$ cat config.mk
export PLATFORM = sky130hd
export DESIGN_NAME = ccp_channel
export DESIGN_NICKNAME = d
export VERILOG_FILES = /design/src/rtl/ccp_pkg.sv /design/src/rtl/ccp_insync.sv /design/src/rtl/ccp_cap_presc.sv /design/src/rtl/ccp_cmp_unit.sv /design/src/rtl/ccp_pwm_gen.sv /design/src/rtl/ccp_channel.sv
export SDC_FILE = /design/constraint.sdc
export NUM_CORES = 1
export LEC_CHECK = 0
export CAP_MARGIN = 15
export CORE_ASPECT_RATIO = 1.75
export CORE_UTILIZATION = 35
export CTS_CLUSTER_DIAMETER = 50
export DETAILED_ROUTE_END_ITERATION = 6
export GPL_TIMING_DRIVEN = 0
export PLACE_DENSITY = 0.72
export SYNTH_ARGS = -nofsm -noshare
export SYNTH_HDL_FRONTEND = slang
export SYNTH_SLANG_ARGS = --single-unit
$ cat constraint.sdc
create_clock -name clk -period 4.6 [get_ports clk]
set_input_delay 0.92 -clock clk [delete_from_list [all_inputs] [get_ports clk]]
set_output_delay 0.92 -clock clk [all_outputs]
set_load 0.1 [all_outputs]
$ cat src/rtl/ccp_pkg.sv
package ccp_pkg;

   typedef enum logic [1:0] {
      FN_OFF = 2'd0,
      FN_CAP = 2'd1,
      FN_CMP = 2'd2,
      FN_PWM = 2'd3
   } ccp_fn_e;

   localparam logic [3:0] MD_TOGGLE     = 4'b0010;
   localparam logic [3:0] MD_CAP_FALL   = 4'b0100;
   localparam logic [3:0] MD_CAP_RISE   = 4'b0101;
   localparam logic [3:0] MD_CAP_DIV_LO = 4'b0110;
   localparam logic [3:0] MD_CAP_DIV_HI = 4'b0111;
   localparam logic [3:0] MD_SET_HIGH   = 4'b1000;
   localparam logic [3:0] MD_SET_LOW    = 4'b1001;
   localparam logic [3:0] MD_FLAG_ONLY  = 4'b1010;
   localparam logic [3:0] MD_EVENT      = 4'b1011;

   function automatic ccp_fn_e mode_fn(input logic [3:0] m);
      if (m[3:2] == 2'b11)      return FN_PWM;
      else if (m[3:2] == 2'b01) return FN_CAP;
      else if (m[3])            return FN_CMP;
      else if (m == MD_TOGGLE)  return FN_CMP;
      else                      return FN_OFF;
   endfunction

   function automatic logic cmp_drives_pin(input logic [3:0] m);
      return (m == MD_TOGGLE) || (m == MD_SET_HIGH) || (m == MD_SET_LOW);
   endfunction

endpackage

$ cat src/rtl/ccp_insync.sv
module ccp_insync #(
   parameter int STAGES = 2
) (
   input  logic clk,
   input  logic rst_n,
   input  logic pin_i,
   output logic rise_o,
   output logic fall_o
);
   if (STAGES < 2) begin : g_bad_stages
      $error("ccp_insync: STAGES must be at least 2");
   end

   logic [STAGES:0] stage_q;

   always_ff @(posedge clk or negedge rst_n) begin
      if (!rst_n) stage_q <= '0;
      else        stage_q <= {stage_q[STAGES-1:0], pin_i};
   end

   assign rise_o =  stage_q[STAGES-1] & ~stage_q[STAGES];
   assign fall_o = ~stage_q[STAGES-1] &  stage_q[STAGES];
endmodule

$ cat src/rtl/ccp_cap_presc.sv
module ccp_cap_presc
   import ccp_pkg::*;
#(
   parameter int DIV_LO = 4,
   parameter int DIV_HI = 16
) (
   input  logic       clk,
   input  logic       rst_n,
   input  logic       clr_i,
   input  logic [3:0] mode_i,
   input  logic       rise_i,
   input  logic       fall_i,
   output logic       hit_o
);
   localparam int CNT_W = (DIV_HI > 2) ? $clog2(DIV_HI) : 1;
   localparam logic [CNT_W-1:0] LIM_LO = CNT_W'(DIV_LO - 1);
   localparam logic [CNT_W-1:0] LIM_HI = CNT_W'(DIV_HI - 1);

   if (DIV_LO < 2 || DIV_HI < DIV_LO) begin : g_bad_div
      $error("ccp_cap_presc: need 2 <= DIV_LO <= DIV_HI");
   end

   logic [CNT_W-1:0] cnt_q;
   logic [CNT_W-1:0] lim;
   logic             div_sel;
   logic             wrap;

   always_comb begin
      div_sel = (mode_i == MD_CAP_DIV_LO) || (mode_i == MD_CAP_DIV_HI);
      lim     = (mode_i == MD_CAP_DIV_HI) ? LIM_HI : LIM_LO;
      wrap    = div_sel && rise_i && (cnt_q == lim);
      hit_o   = ((mode_i == MD_CAP_FALL) && fall_i)
             || ((mode_i == MD_CAP_RISE) && rise_i)
             || wrap;
   end

   always_ff @(posedge clk or negedge rst_n) begin
      if (!rst_n)                 cnt_q <= '0;
      else if (clr_i)             cnt_q <= '0;
      else if (div_sel && rise_i) cnt_q <= wrap ? '0 : cnt_q + 1'b1;
   end
endmodule

$ cat src/rtl/ccp_cmp_unit.sv
module ccp_cmp_unit
   import ccp_pkg::*;
#(
   parameter int W = 16
) (
   input  logic         clk,
   input  logic         rst_n,
   input  logic         en_i,
   input  logic         entry_i,
   input  logic [3:0]   mode_i,
   input  logic [W-1:0] timer_i,
   input  logic [W-1:0] ref_i,
   output logic         fire_o,
   output logic         pin_o
);
   logic eq;
   logic seen_q;
   logic pin_q;

   assign eq     = (timer_i == ref_i);
   assign fire_o = en_i && eq && !seen_q;
   assign pin_o  = pin_q;

   always_ff @(posedge clk or negedge rst_n) begin
      if (!rst_n) seen_q <= 1'b0;
      else        seen_q <= en_i && eq;
   end

   always_ff @(posedge clk or negedge rst_n) begin
      if (!rst_n) begin
         pin_q <= 1'b0;
      end else if (!en_i) begin
         pin_q <= 1'b0;
      end else if (entry_i) begin
         if (mode_i == MD_SET_HIGH)     pin_q <= 1'b0;
         else if (mode_i == MD_SET_LOW) pin_q <= 1'b1;
      end else if (fire_o) begin
         case (mode_i)
            MD_TOGGLE:   pin_q <= ~pin_q;
            MD_SET_HIGH: pin_q <= 1'b1;
            MD_SET_LOW:  pin_q <= 1'b0;
            default:     pin_q <= pin_q;
         endcase
      end
   end
endmodule

$ cat src/rtl/ccp_pwm_gen.sv
module ccp_pwm_gen #(
   parameter int PER_W  = 8,
   parameter int FRAC_W = 2
) (
   input  logic                    clk,
   input  logic                    rst_n,
   input  logic                    en_i,
   input  logic [PER_W-1:0]        period_i,
   input  logic [PER_W+FRAC_W-1:0] duty_i,
   output logic                    level_o
);
   localparam int CNT_W = PER_W + FRAC_W;

   if (FRAC_W < 1 || PER_W < 1) begin : g_bad_width
      $error("ccp_pwm_gen: PER_W and FRAC_W must be positive");
   end

   logic [CNT_W-1:0] cnt_q;
   logic [CNT_W-1:0] duty_q;
   logic             last;

   assign last    = (cnt_q == {period_i, {FRAC_W{1'b1}}});
   assign level_o = en_i && (cnt_q < duty_q);

   always_ff @(posedge clk or negedge rst_n) begin
      if (!rst_n) begin
         cnt_q  <= '0;
         duty_q <= '0;
      end else if (!en_i || last) begin
         cnt_q  <= '0;
         duty_q <= duty_i;
      end else begin
         cnt_q  <= cnt_q + 1'b1;
      end
   end
endmodule

$ cat src/rtl/ccp_channel.sv
module ccp_channel
   import ccp_pkg::*;
#(
   parameter int TMR_W     = 16,
   parameter int PER_W     = 8,
   parameter int SYNC_STG  = 2,
   parameter int DIV_LO    = 4,
   parameter int DIV_HI    = 16
) (
   input  logic             clk,
   input  logic             rst_n,
   input  logic             ctrl_we_i,
   input  logic [7:0]       ctrl_wd_i,
   input  logic             data_we_i,
   input  logic [TMR_W-1:0] data_wd_i,
   input  logic [TMR_W-1:0] timer_i,
   input  logic [PER_W-1:0] period_i,
   input  logic             pin_i,
   output logic             pin_o,
   output logic             pin_oe_o,
   output logic             flag_o,
   output logic             tmr_rst_o,
   output logic             conv_o,
   output logic [7:0]       ctrl_q_o,
   output logic [TMR_W-1:0] data_q_o
);
   localparam int FRAC_W = 2;
   localparam int DUTY_W = PER_W + FRAC_W;

   if (TMR_W < PER_W) begin : g_bad_tmr
      $error("ccp_channel: TMR_W must not be below PER_W");
   end

   logic [3:0]       mode_q;
   logic [3:0]       mode_prev_q;
   logic [1:0]       frac_q;
   logic [TMR_W-1:0] data_q;
   logic             flag_q, trst_q, conv_q;
   ccp_fn_e          fn;
   logic             entry;
   logic             rise, fall;
   logic             presc_hit, cap_hit;
   logic             cmp_fire, cmp_pin;
   logic             pwm_level;
   logic [DUTY_W-1:0] duty_new;
   logic             unused_ctrl;

   assign unused_ctrl = ^ctrl_wd_i[7:6];
   assign fn          = mode_fn(mode_q);
   assign entry       = (mode_q != mode_prev_q);
   assign cap_hit     = (fn == FN_CAP) && presc_hit;
   assign duty_new    = {data_q[PER_W-1:0], frac_q};

   ccp_insync #(.STAGES(SYNC_STG)) u_sync (
      .clk    (clk),
      .rst_n  (rst_n),
      .pin_i  (pin_i),
      .rise_o (rise),
      .fall_o (fall)
   );

   ccp_cap_presc #(.DIV_LO(DIV_LO), .DIV_HI(DIV_HI)) u_presc (
      .clk    (clk),
      .rst_n  (rst_n),
      .clr_i  (ctrl_we_i || (fn != FN_CAP)),
      .mode_i (mode_q),
      .rise_i (rise),
      .fall_i (fall),
      .hit_o  (presc_hit)
   );

   ccp_cmp_unit #(.W(TMR_W)) u_cmp (
      .clk     (clk),
      .rst_n   (rst_n),
      .en_i    (fn == FN_CMP),
      .entry_i (entry),
      .mode_i  (mode_q),
      .timer_i (timer_i),
      .ref_i   (data_q),
      .fire_o  (cmp_fire),
      .pin_o   (cmp_pin)
   );

   ccp_pwm_gen #(.PER_W(PER_W), .FRAC_W(FRAC_W)) u_pwm (
      .clk      (clk),
      .rst_n    (rst_n),
      .en_i     (fn == FN_PWM),
      .period_i (period_i),
      .duty_i   (duty_new),
      .level_o  (pwm_level)
   );

   always_ff @(posedge clk or negedge rst_n) begin
      if (!rst_n) begin
         mode_q      <= '0;
         frac_q      <= '0;
         mode_prev_q <= '0;
      end else begin
         mode_prev_q <= mode_q;
         if (ctrl_we_i) begin
            mode_q <= ctrl_wd_i[3:0];
            frac_q <= ctrl_wd_i[5:4];
         end
      end
   end

   always_ff @(posedge clk or negedge rst_n) begin
      if (!rst_n)         data_q <= '0;
      else if (cap_hit)   data_q <= timer_i;
      else if (data_we_i) data_q <= data_wd_i;
   end

   always_ff @(posedge clk or negedge rst_n) begin
      if (!rst_n) begin
         flag_q <= 1'b0;
         trst_q <= 1'b0;
         conv_q <= 1'b0;
      end else begin
         flag_q <= cmp_fire || cap_hit;
         trst_q <= cmp_fire && (mode_q == MD_EVENT);
         conv_q <= cmp_fire && (mode_q == MD_EVENT);
      end
   end

   always_comb begin
      if (fn == FN_PWM) begin
         pin_o    = pwm_level;
         pin_oe_o = 1'b1;
      end else begin
         pin_oe_o = (fn == FN_CMP) && cmp_drives_pin(mode_q);
         pin_o    = pin_oe_o && cmp_pin;
      end
   end

   assign flag_o    = flag_q;
   assign tmr_rst_o = trst_q;
   assign conv_o    = conv_q;
   assign ctrl_q_o  = {2'b00, frac_q, mode_q};
   assign data_q_o  = data_q;
endmodule

# After elaboration in Yosys (flattened, before gate mapping)
# Cells that the tools add are included.
# classes
add_sub_neg	2
n_lt_le_gt_ge	1
n_eq_ne	21
mux	19
bitwise_logic	5
n_reduce_logical	24
# op_table
cell	n
$mux W16	2
$eq A16 B16 Y1	1
$eq A4 B3 Y1 const B	4
$mux W4	4
$eq A4 B4 Y1 const B	3
$logic_and A1 B1 Y1	11
$add A10 B1 Y10 const B	1
$eq A10 B10 Y1	1
$lt A10 B10 Y1	1
$mux W10	1
$logic_or A1 B1 Y1	8
$mux W2	4
$ne A4 B4 Y1 const B	2
$mux W1	7
$eq A2 B2 Y1 const B	3
$add A4 B1 Y4 const B	1
$eq A2 B1 Y1 const B	2
$eq A4 B2 Y1 const B	1
$eq A4 B4 Y1	1
$ne A4 B4 Y1	1
$reduce_bool A2 Y1	2
$ne A3 B3 Y1 const B	1
$not A1 Y1	3
$pmux W1 S3	1
4 further kinds	6
# totals
register_bits	57
inputBits	53
out_inout_bits	29
wordCells	84

# Logic depth before layout (Yosys ltp)
# Gate-level depths: netlist (run 1).
# depth
depth_word	11
ltp_mapped	8
depth_no_buf	7

# Modules after synthesis
# Synthesis (run 1) repeated with hierarchy kept, for this count alone.
# unflattened
hier_cells	281
hier_area_um2	3306.9
# modules_own_cells
mod	instances	cells_per_inst	area_each_um2	seq_area_each_um2
ccp_channel	1	97	1442.6	700.7
ccp_pwm_gen	1	108	1143.6	500.5
ccp_cmp_unit	1	41	336.6	50.0
ccp_cap_presc	1	30	294.0	100.1
ccp_insync	1	5	90.1	75.1

# Least setup slack after synthesis (run 1)
# OpenSTA, ideal clock, no wires.
# synth_timing
kind	register to output
from	register mode_q[3]
to	output port pin_o
arrival_ns	2.354
required_ns	3.680
slack_ns	1.326
path_stages_with_launch	7
n_path_buf	1
path_cell_list	dfrtp_1 -> clkbuf_1 -> inv_1 -> nor2_1 -> a21o_1 -> a32oi_1 -> nand2_1
# synth_via
elab_chain_len	9
word_cells_on_any_way	17
cone_classes	eq/ne: 7; mux: 5; reduce/logical: 5
# synth_rtl
item	line	text
start, declared	ccp_channel.sv:34	logic [3:0] mode_q;
start signal, assigned	ccp_channel.sv:101	mode_q <= ctrl_wd_i[3:0];
$eq A4 B2 Y1	ccp_pkg.sv:24, ccp_pkg.sv:29	
$mux W2	ccp_pkg.sv:24	else if (m == MD_TOGGLE) return FN_CMP;
$mux W2	ccp_pkg.sv:23	else if (m[3]) return FN_CMP;
$mux W2	ccp_pkg.sv:22	else if (m[3:2] == 2'b01) return FN_CAP;
$mux W2	ccp_pkg.sv:21	if (m[3:2] == 2'b11) return FN_PWM;
$eq A2 B2 Y1	ccp_channel.sv:130	pin_oe_o = (fn == FN_CMP) && cmp_drives_pin(mode_q);
$logic_and A1 B1 Y1	ccp_channel.sv:130	
$logic_and A1 B1 Y1	ccp_channel.sv:131	pin_o = pin_oe_o && cmp_pin;
$mux W1 *	ccp_channel.sv:126	if (fn == FN_PWM) begin
end, declared	ccp_channel.sv:19	output logic pin_o,
# Mark *: on every way between the ends. The rest lies on a longest branch, timed or not.

# Worst setup path after layout (run 1)
# layout_timing
from	register u_pwm.cnt_q[5]
to	output port pin_o
# layout_via
elab_chain_len	3
# layout_rtl
item	line	text
start, declared	ccp_pwm_gen.sv:18	logic [CNT_W-1:0] cnt_q;
start signal, assigned	ccp_pwm_gen.sv:33	cnt_q <= cnt_q + 1'b1;
$lt A10 B10 Y1	ccp_pwm_gen.sv:23	assign level_o = en_i && (cnt_q < duty_q);
$logic_and A1 B1 Y1	ccp_pwm_gen.sv:23	
$mux W1	ccp_channel.sv:126	
# No other way between the ends.

==> results of run 1 <==
through the flow:
stage	cell area, µm²	cells	hold WS, ns	power, µW
floorplan	3060	287	0.331	911
global placement	3970	478	0.359	1050
detailed placement	3980	479	0.345	1060
CTS	4270	495	0.356	1720
global route	4270	495	0.363	1760
finish	4270	495	0.351	1690
layout make-up:
type	instances	area share
plain buffers	13	0.0155
clock buffers	13	0.0586
clock inverters	3	0.00937
inverters	13	0.0114
multi-input cells	204	0.356
flip-flops and latches	57	0.334
well taps	115	0.0337
repair buffers	77	0.182
worst paths after layout:
path / depth (start not counted) / to / slack (ns)
hold reg to reg: 0 / u_sync.stage_q[1]$_DFF_PN0_ / 0.35
setup / recovery: 7 / pin_o / 0.44
max in group asynchronous: 2 / u_pwm.duty_q[4]$_DFFE_PN0N_ / 3.35
min in group asynchronous: 1 / mode_prev_q[3]$_DFF_PN0_ / 0.65
setup reg to reg: 8 / data_q_o[10]$_DFFE_PN0P_ / 2.34
hold / removal: 0 / u_sync.stage_q[1]$_DFF_PN0_ / 0.35
cells in the final DEF (no fill, tap or decap), types with 2 or more instances in the layout:
cell / count
xor2_1: 31
clkinv_2: 2
nor4_1: 2
buf_4: 4
nand4_1: 3
mux2_2: 35
ha_1: 11
conb_1: 2
nand2_1: 27
nor2_1: 24
inv_1: 13
nand2b_1: 2
nor3_1: 3
clkbuf_16: 9
o211ai_1: 2
mux2i_1: 2
nor2b_1: 3
a21o_1: 3
xnor2_1: 8
clkbuf_1: 10
nor4_2: 3
dfrtp_1: 57
nand3_1: 9
buf_2: 3
clkdlybuf4s50_1: 75
a21oi_1: 5
o21ai_0: 16
cell usage after synthesis (all sizes together) (2+ instances only):
| master | count |
|---|---|
| a21oi | 5 |
| nor2 | 24 |
| xnor2 | 8 |
| ha | 11 |
| a21o | 3 |
| clkbuf | 7 |
| nand2 | 27 |
| nand2b | 2 |
| xor2 | 31 |
| nor4 | 6 |
| o21ai | 16 |
| mux2i | 2 |
| mux2 | 35 |
| nor2b | 3 |
| o211ai | 3 |
| nand4 | 3 |
| dfrtp | 57 |
| buf | 6 |
| nor3 | 3 |
| nand3 | 9 |
| inv | 13 |
routing by layer:
layer	GRT usage	part of all wire	vias to the layer above	routed length, µm
met5	0	0	-	0
met4	0.0923	0.030	0	209
met3	0.0488	0.049	14	337
met2	0.303	0.54	58	3690
met1	0.184	0.38	1100	2640
li1	-	-	1149	-
flip-flops by register name (all words and copies together) (netlist names):
signal          cells
u_pwm.cnt_q        10
data_q_o           16
frac_q              2
u_sync.stage_q      3
u_cmp.pin_o         1
u_pwm.duty_q       10
flag_o              1
u_presc.cnt_q       4
conv_o              1
mode_q              4
u_cmp.seen_q        1
mode_prev_q         4
power by group through the flow:
stage                     clock, µW  combinational [µW]  sequential, µW
after floorplan                   0                 164             748
after global placement            0                 466             583
after detailed placement          0                 474             584
after CTS                       664                 476             576
after global routing            681                 502             581
final                           646                 472             576
kinds of logic after synthesis:
kind of cell               Yosys count  synth area share
AOI/OAI and AO/OA                   33            0.0679
xor gates and xnor gates            39             0.112
adders and majority gates           11            0.0450
buffers and inverters               26            0.0376
DFF                                 57             0.466
muxes                               37             0.135
other                                1           0.00123
and+or+nand+nor                     82             0.135
==> metrics.yaml, run 1 <==
final_layout:
  area_growth_pct: 39.7
  seqCellArea_um2: 1430
  multi_input_area_um2: 1520
  drive_gt1_frac: 0.166
  antenna_cells: 0
  post-route-util: 0.510
  nNetsFinal: 439
  nFillCells: 798
yosys:
  synth-main-ff-cell: "dfrtp_1"
  ys_types: 37
  yosys-top-cells-area: "dfrtp_1, mux2_2, xor2_1"
  postSynthCellCount: 286
  synth_top_area_share: 0.466
  yosys_warnings: 0
  synth_edf_count: 0
  yosysTopAreaCell: "dfrtp_1"
  synth_area_um2: 3060
  synth_seq_area_share: 0.466
  synth.avg_cell_area_um2: 10.7
  synth_seq_cells: 57
  async_reset_ff_frac: 1.00
clocking:
  post-cts-setup-buffers: 0
  ctsResizeCount: 0
  htreeDepth: 3
  cts_tree: "done"
  numCtsBuffers: 9
  clk_latency_ns: 0.33
  clkSinkCount: 57
  cts_buffer_depth: 2
  hold_buffers: 0
  clock-root-buffer: "clkbuf_16"
  clk_pin_slew_ns: 0.05
min_path:
  min-delay-start: "u_sync.stage_q[0]$_DFF_PN0_"
  min_path_type: "reg -> reg"
die:
  num_rows: 44
  pin_count: 82
  die_area_um2: 9130
  fp.dieH_um: 126
  die_w_um: 72.7
  core_area_um2: 8370
  initial_core_util: 0.365
power:
  p_comb_frac: 0.279
  clkPwrFrac: 0.381
  swShare: 0.330
  ir_drop_mv: 0.265
  leakage_uw: 0.00188
  p_sw_uw: 559
  powerDensity_nw_per_um2: 396
  p_int_uw: 1130
  power_frac_seq: 0.340
place:
  place_congestion: 0.805
  io_buffer_count: 76
  hpwl_um: 5330
  dp_slack_ns: 0.820
setup_path:
  crit_fanout: 5
  critical_path_required_ns: 3.68
  max_stage_delay_ns: 1.13
  crit_arrival_ns: 3.24
  cp_slowest_cell: "clkdlybuf4s50_1"
  reg2reg_from: "mode_q[0]$_DFFE_PN0P_"
  critPathLaunchType: "register"
  worstSetupPathType: "reg -> out"
  crit_buf_inv: 1
  endpoint_kind: "primary output"
  path_delay_family: "buffers and inverters"
  startpoint: "u_pwm.cnt_q[5]$_DFF_PN0_"
  crit_chain: "ha_1, a21oi_1, nor2b_1, a2111oi_0, o211ai_1, nand2_1, clkdlybuf4s50_1"
timing:
  fmax_ghz: 0.240
  final_hold_viol_count: 0
  maxSlewViolCount: 0
  tightest_slew_ns: 1.00
  tns_ns: 0
  min_period_ns: 4.16
  worst_slack_ns: 0.436
  clock_skew_ns: 0.00713
  timing.final.crit_share: 0.905
  max_slew_margin: 0.330
  finalSetupViolCount: 0
  rsz0062_at_grt: "false"
route:
  postRouteAntennaNets: 0
  wl_um: 6880
  viasPerCell: 4.69
  firstDrtPassIters: 4
  routedWlPerCell_um: 13.9
  drt-initial-drc-count: 72
  dr_total_vias: 2321
  drcViolationCount: 0
global_routing:
  grt_pass1_wl_um: 11800
  grt_pass1_vias: 2485
  grt_usage: 0.173
  grt_start_max_net_pins: 32
  gr-total-overflow: 0
  antenna_found_initial: 0
run:
  cap_violations: 0
status:
  status: "completed"
No activity file was read; power rests on OpenSTA's default activity.
==> inputs of run 2 (changes only) <==
--- a/config.mk
+++ b/config.mk
@@ -7,6 +7,7 @@
 export LEC_CHECK = 0
 export CAP_MARGIN = 15
 export CORE_ASPECT_RATIO = 1.75
+export CORE_MARGIN = 10
 export CORE_UTILIZATION = 35
 export CTS_CLUSTER_DIAMETER = 50
 export DETAILED_ROUTE_END_ITERATION = 6
==> metrics.yaml, run 2 (synthesized netlist as in run 1, its figures left out) <==
power:
  ir_drop_mv: 0.223  # was 0.265 mV
  leakage_uw: 0.00186  # was 0.00188 µW
  total_power_uw: 1630  # was 1690 µW
  powerDensity_nw_per_um2: 385  # was 396 nW/µm²
timing:
  fmax_ghz: 0.248  # was 0.240 GHz
  rsz0062_at_grt: "false"  # unchanged
  final_hold_viol_count: 0  # unchanged
  finalSetupViolCount: 0  # unchanged
  clock_skew_ns: 0.00534  # was 0.00713 ns
  min_period_ns: 4.03  # was 4.16 ns
  timing.final.crit_share: 0.877  # was 0.905
  max_slew_margin: 0.331  # was 0.330
  tns_ns: 0  # unchanged
  maxSlewViolCount: 0  # unchanged
  tightest_slew_ns: 1.00  # about the same
  hold_ws_ns: 0.347  # was 0.351 ns
clocking:
  post-cts-setup-buffers: 0  # unchanged
  hold_buffers: 0  # unchanged
  ctsResizeCount: 0  # unchanged
  clk_pin_slew_ns: 0.05  # about the same
  cts_buffer_depth: 2  # unchanged
  clkSinkCount: 57  # unchanged
  numCtsBuffers: 9  # unchanged
  clock-root-buffer: "clkbuf_16"  # unchanged
  cts_tree: "done"  # unchanged
  htreeDepth: 3  # unchanged
  clk_latency_ns: 0.32  # was 0.33 ns
min_path:
  min_path_type: "reg -> reg"  # unchanged
final_layout:
  area_growth_pct: 38.7  # was 39.7%
  nNetsFinal: 439  # unchanged
  fin_area_um2: 4240  # was 4270 µm²
  final_common_cell: "clkdlybuf4s50_1"  # unchanged
  largest_register_ffs: 16  # unchanged
  stdcell_count: 496  # was 495
  antenna_cells: 0  # unchanged
  drive_gt1_frac: 0.158  # was 0.166
  layout_common_cells: "clkdlybuf4s50_1, dfrtp_1, mux2_2"  # unchanged
setup_path:
  critPathLaunchType: "register"  # unchanged
  crit_fanout: 5  # unchanged
  endpoint_kind: "primary output"  # unchanged
  worstSetupPathType: "reg -> out"  # unchanged
  critical_path_required_ns: 3.68  # about the same
  crit_arrival_ns: 3.11  # was 3.24 ns
die:
  initial_core_util: 0.355  # was 0.365
  pin_count: 82  # unchanged
  die_w_um: 90.7  # was 72.7 µm
  die_area_um2: 13000  # was 9130 µm²
  fp.dieH_um: 144  # was 126 µm
  core_area_um2: 8610  # was 8370 µm²
  num_rows: 45  # was 44
place:
  placed_cell_area_um2: 3980  # about the same
  io_buffer_count: 76  # unchanged
  hpwl_um: 6160  # was 5330 µm
  place_congestion: 0.794  # was 0.805
  dpl.cell_count: 481  # was 479
route:
  postRouteAntennaNets: 0  # unchanged
  viasPerCell: 4.68  # was 4.69
  drt-initial-drc-count: 97  # was 72
  drcViolationCount: 0  # unchanged
  wl_um: 7640  # was 6880 µm
  routedWlPerCell_um: 15.4  # was 13.9 µm
  firstDrtPassIters: 4  # unchanged
  dr_total_vias: 2319  # was 2,321
global_routing:
  grt_pass1_wl_um: 12600  # was 11,800 µm
  grt_start_max_net_pins: 31  # was 32
  grt_usage: 0.122  # was 0.173
  gr-total-overflow: 0  # unchanged
  grt_pass1_vias: 2601  # was 2,485
  antenna_found_initial: 0  # unchanged
run:
  cap_violations: 0  # unchanged
status:
  status: "completed"  # unchanged
## run 2: cell count changes in the layout (fill, tap and decap cells not counted), sizes merged
cell,change
clkbuf,+2
clkinv,-2
bufinv,-1
## run 2: worst max-delay path, stage by stage (launching register included)
cell and delay, ns:
dfrtp_1 0.44, ha_1 0.32, a21oi_1 0.15, nor2b_1 0.06, a2111oi_0 0.43, o211ai_1 0.16
nand2_1 0.10, clkdlybuf4s50_1 1.14
## run 2: final timing paths
path	cells past startpoint	end	start	slack, ns
max	7	pin_o	u_pwm.cnt_q[5]$_DFF_PN0_	0.57
min	0	u_sync.stage_q[1]$_DFF_PN0_	u_sync.stage_q[0]$_DFF_PN0_	0.35
max reg2reg	8	data_q_o[8]$_DFFE_PN0P_	mode_q[0]$_DFFE_PN0P_	2.33
min reg2reg	0	u_sync.stage_q[1]$_DFF_PN0_	u_sync.stage_q[0]$_DFF_PN0_	0.35
max in group asynchronous	2	data_q_o[5]$_DFFE_PN0P_	rst_n	3.39
min in group asynchronous	1	u_sync.stage_q[0]$_DFF_PN0_	rst_n	0.62
## run 2: routing by layer
metal	up-vias	track usage	share of wire
met1	1104	0.120	0.37
li1	1147	-	-
met5	-	0	0
met2	58	0.223	0.54
met3	10	0.0418	0.067
met4	0	0.0606	0.021
## run 2: layout make-up
cell class                 instances  area (µm²)
multi-input combinational        204        1520
timing repair buffer              77         776
fill                             791        4370
sequential                        57        1430
tap                              117         146
buffer                            13        66.3
clock buffer                      15         258
inverter                          13        48.8
## run 2: where the power goes
| group | leakage [µW] | total, µW | internal [µW] | switching, µW |
|---|---|---|---|---|
| clock network | 0.000124 | 583 | 375 | 207 |
| logic | 0.00102 | 473 | 157 | 316 |
| registers | 0.000711 | 577 | 546 | 31.1 |
## run 2: through the flow
step / util / worst slack (ns)
2_1_floorplan: - / 1.33
3_3_place_gp: 0.461 / 0.763
3_5_place_dp: 0.462 / 0.876
4_1_cts: 0.492 / 0.518
5_1_grt: 0.492 / 0.334
6_report: 0.492 / 0.566
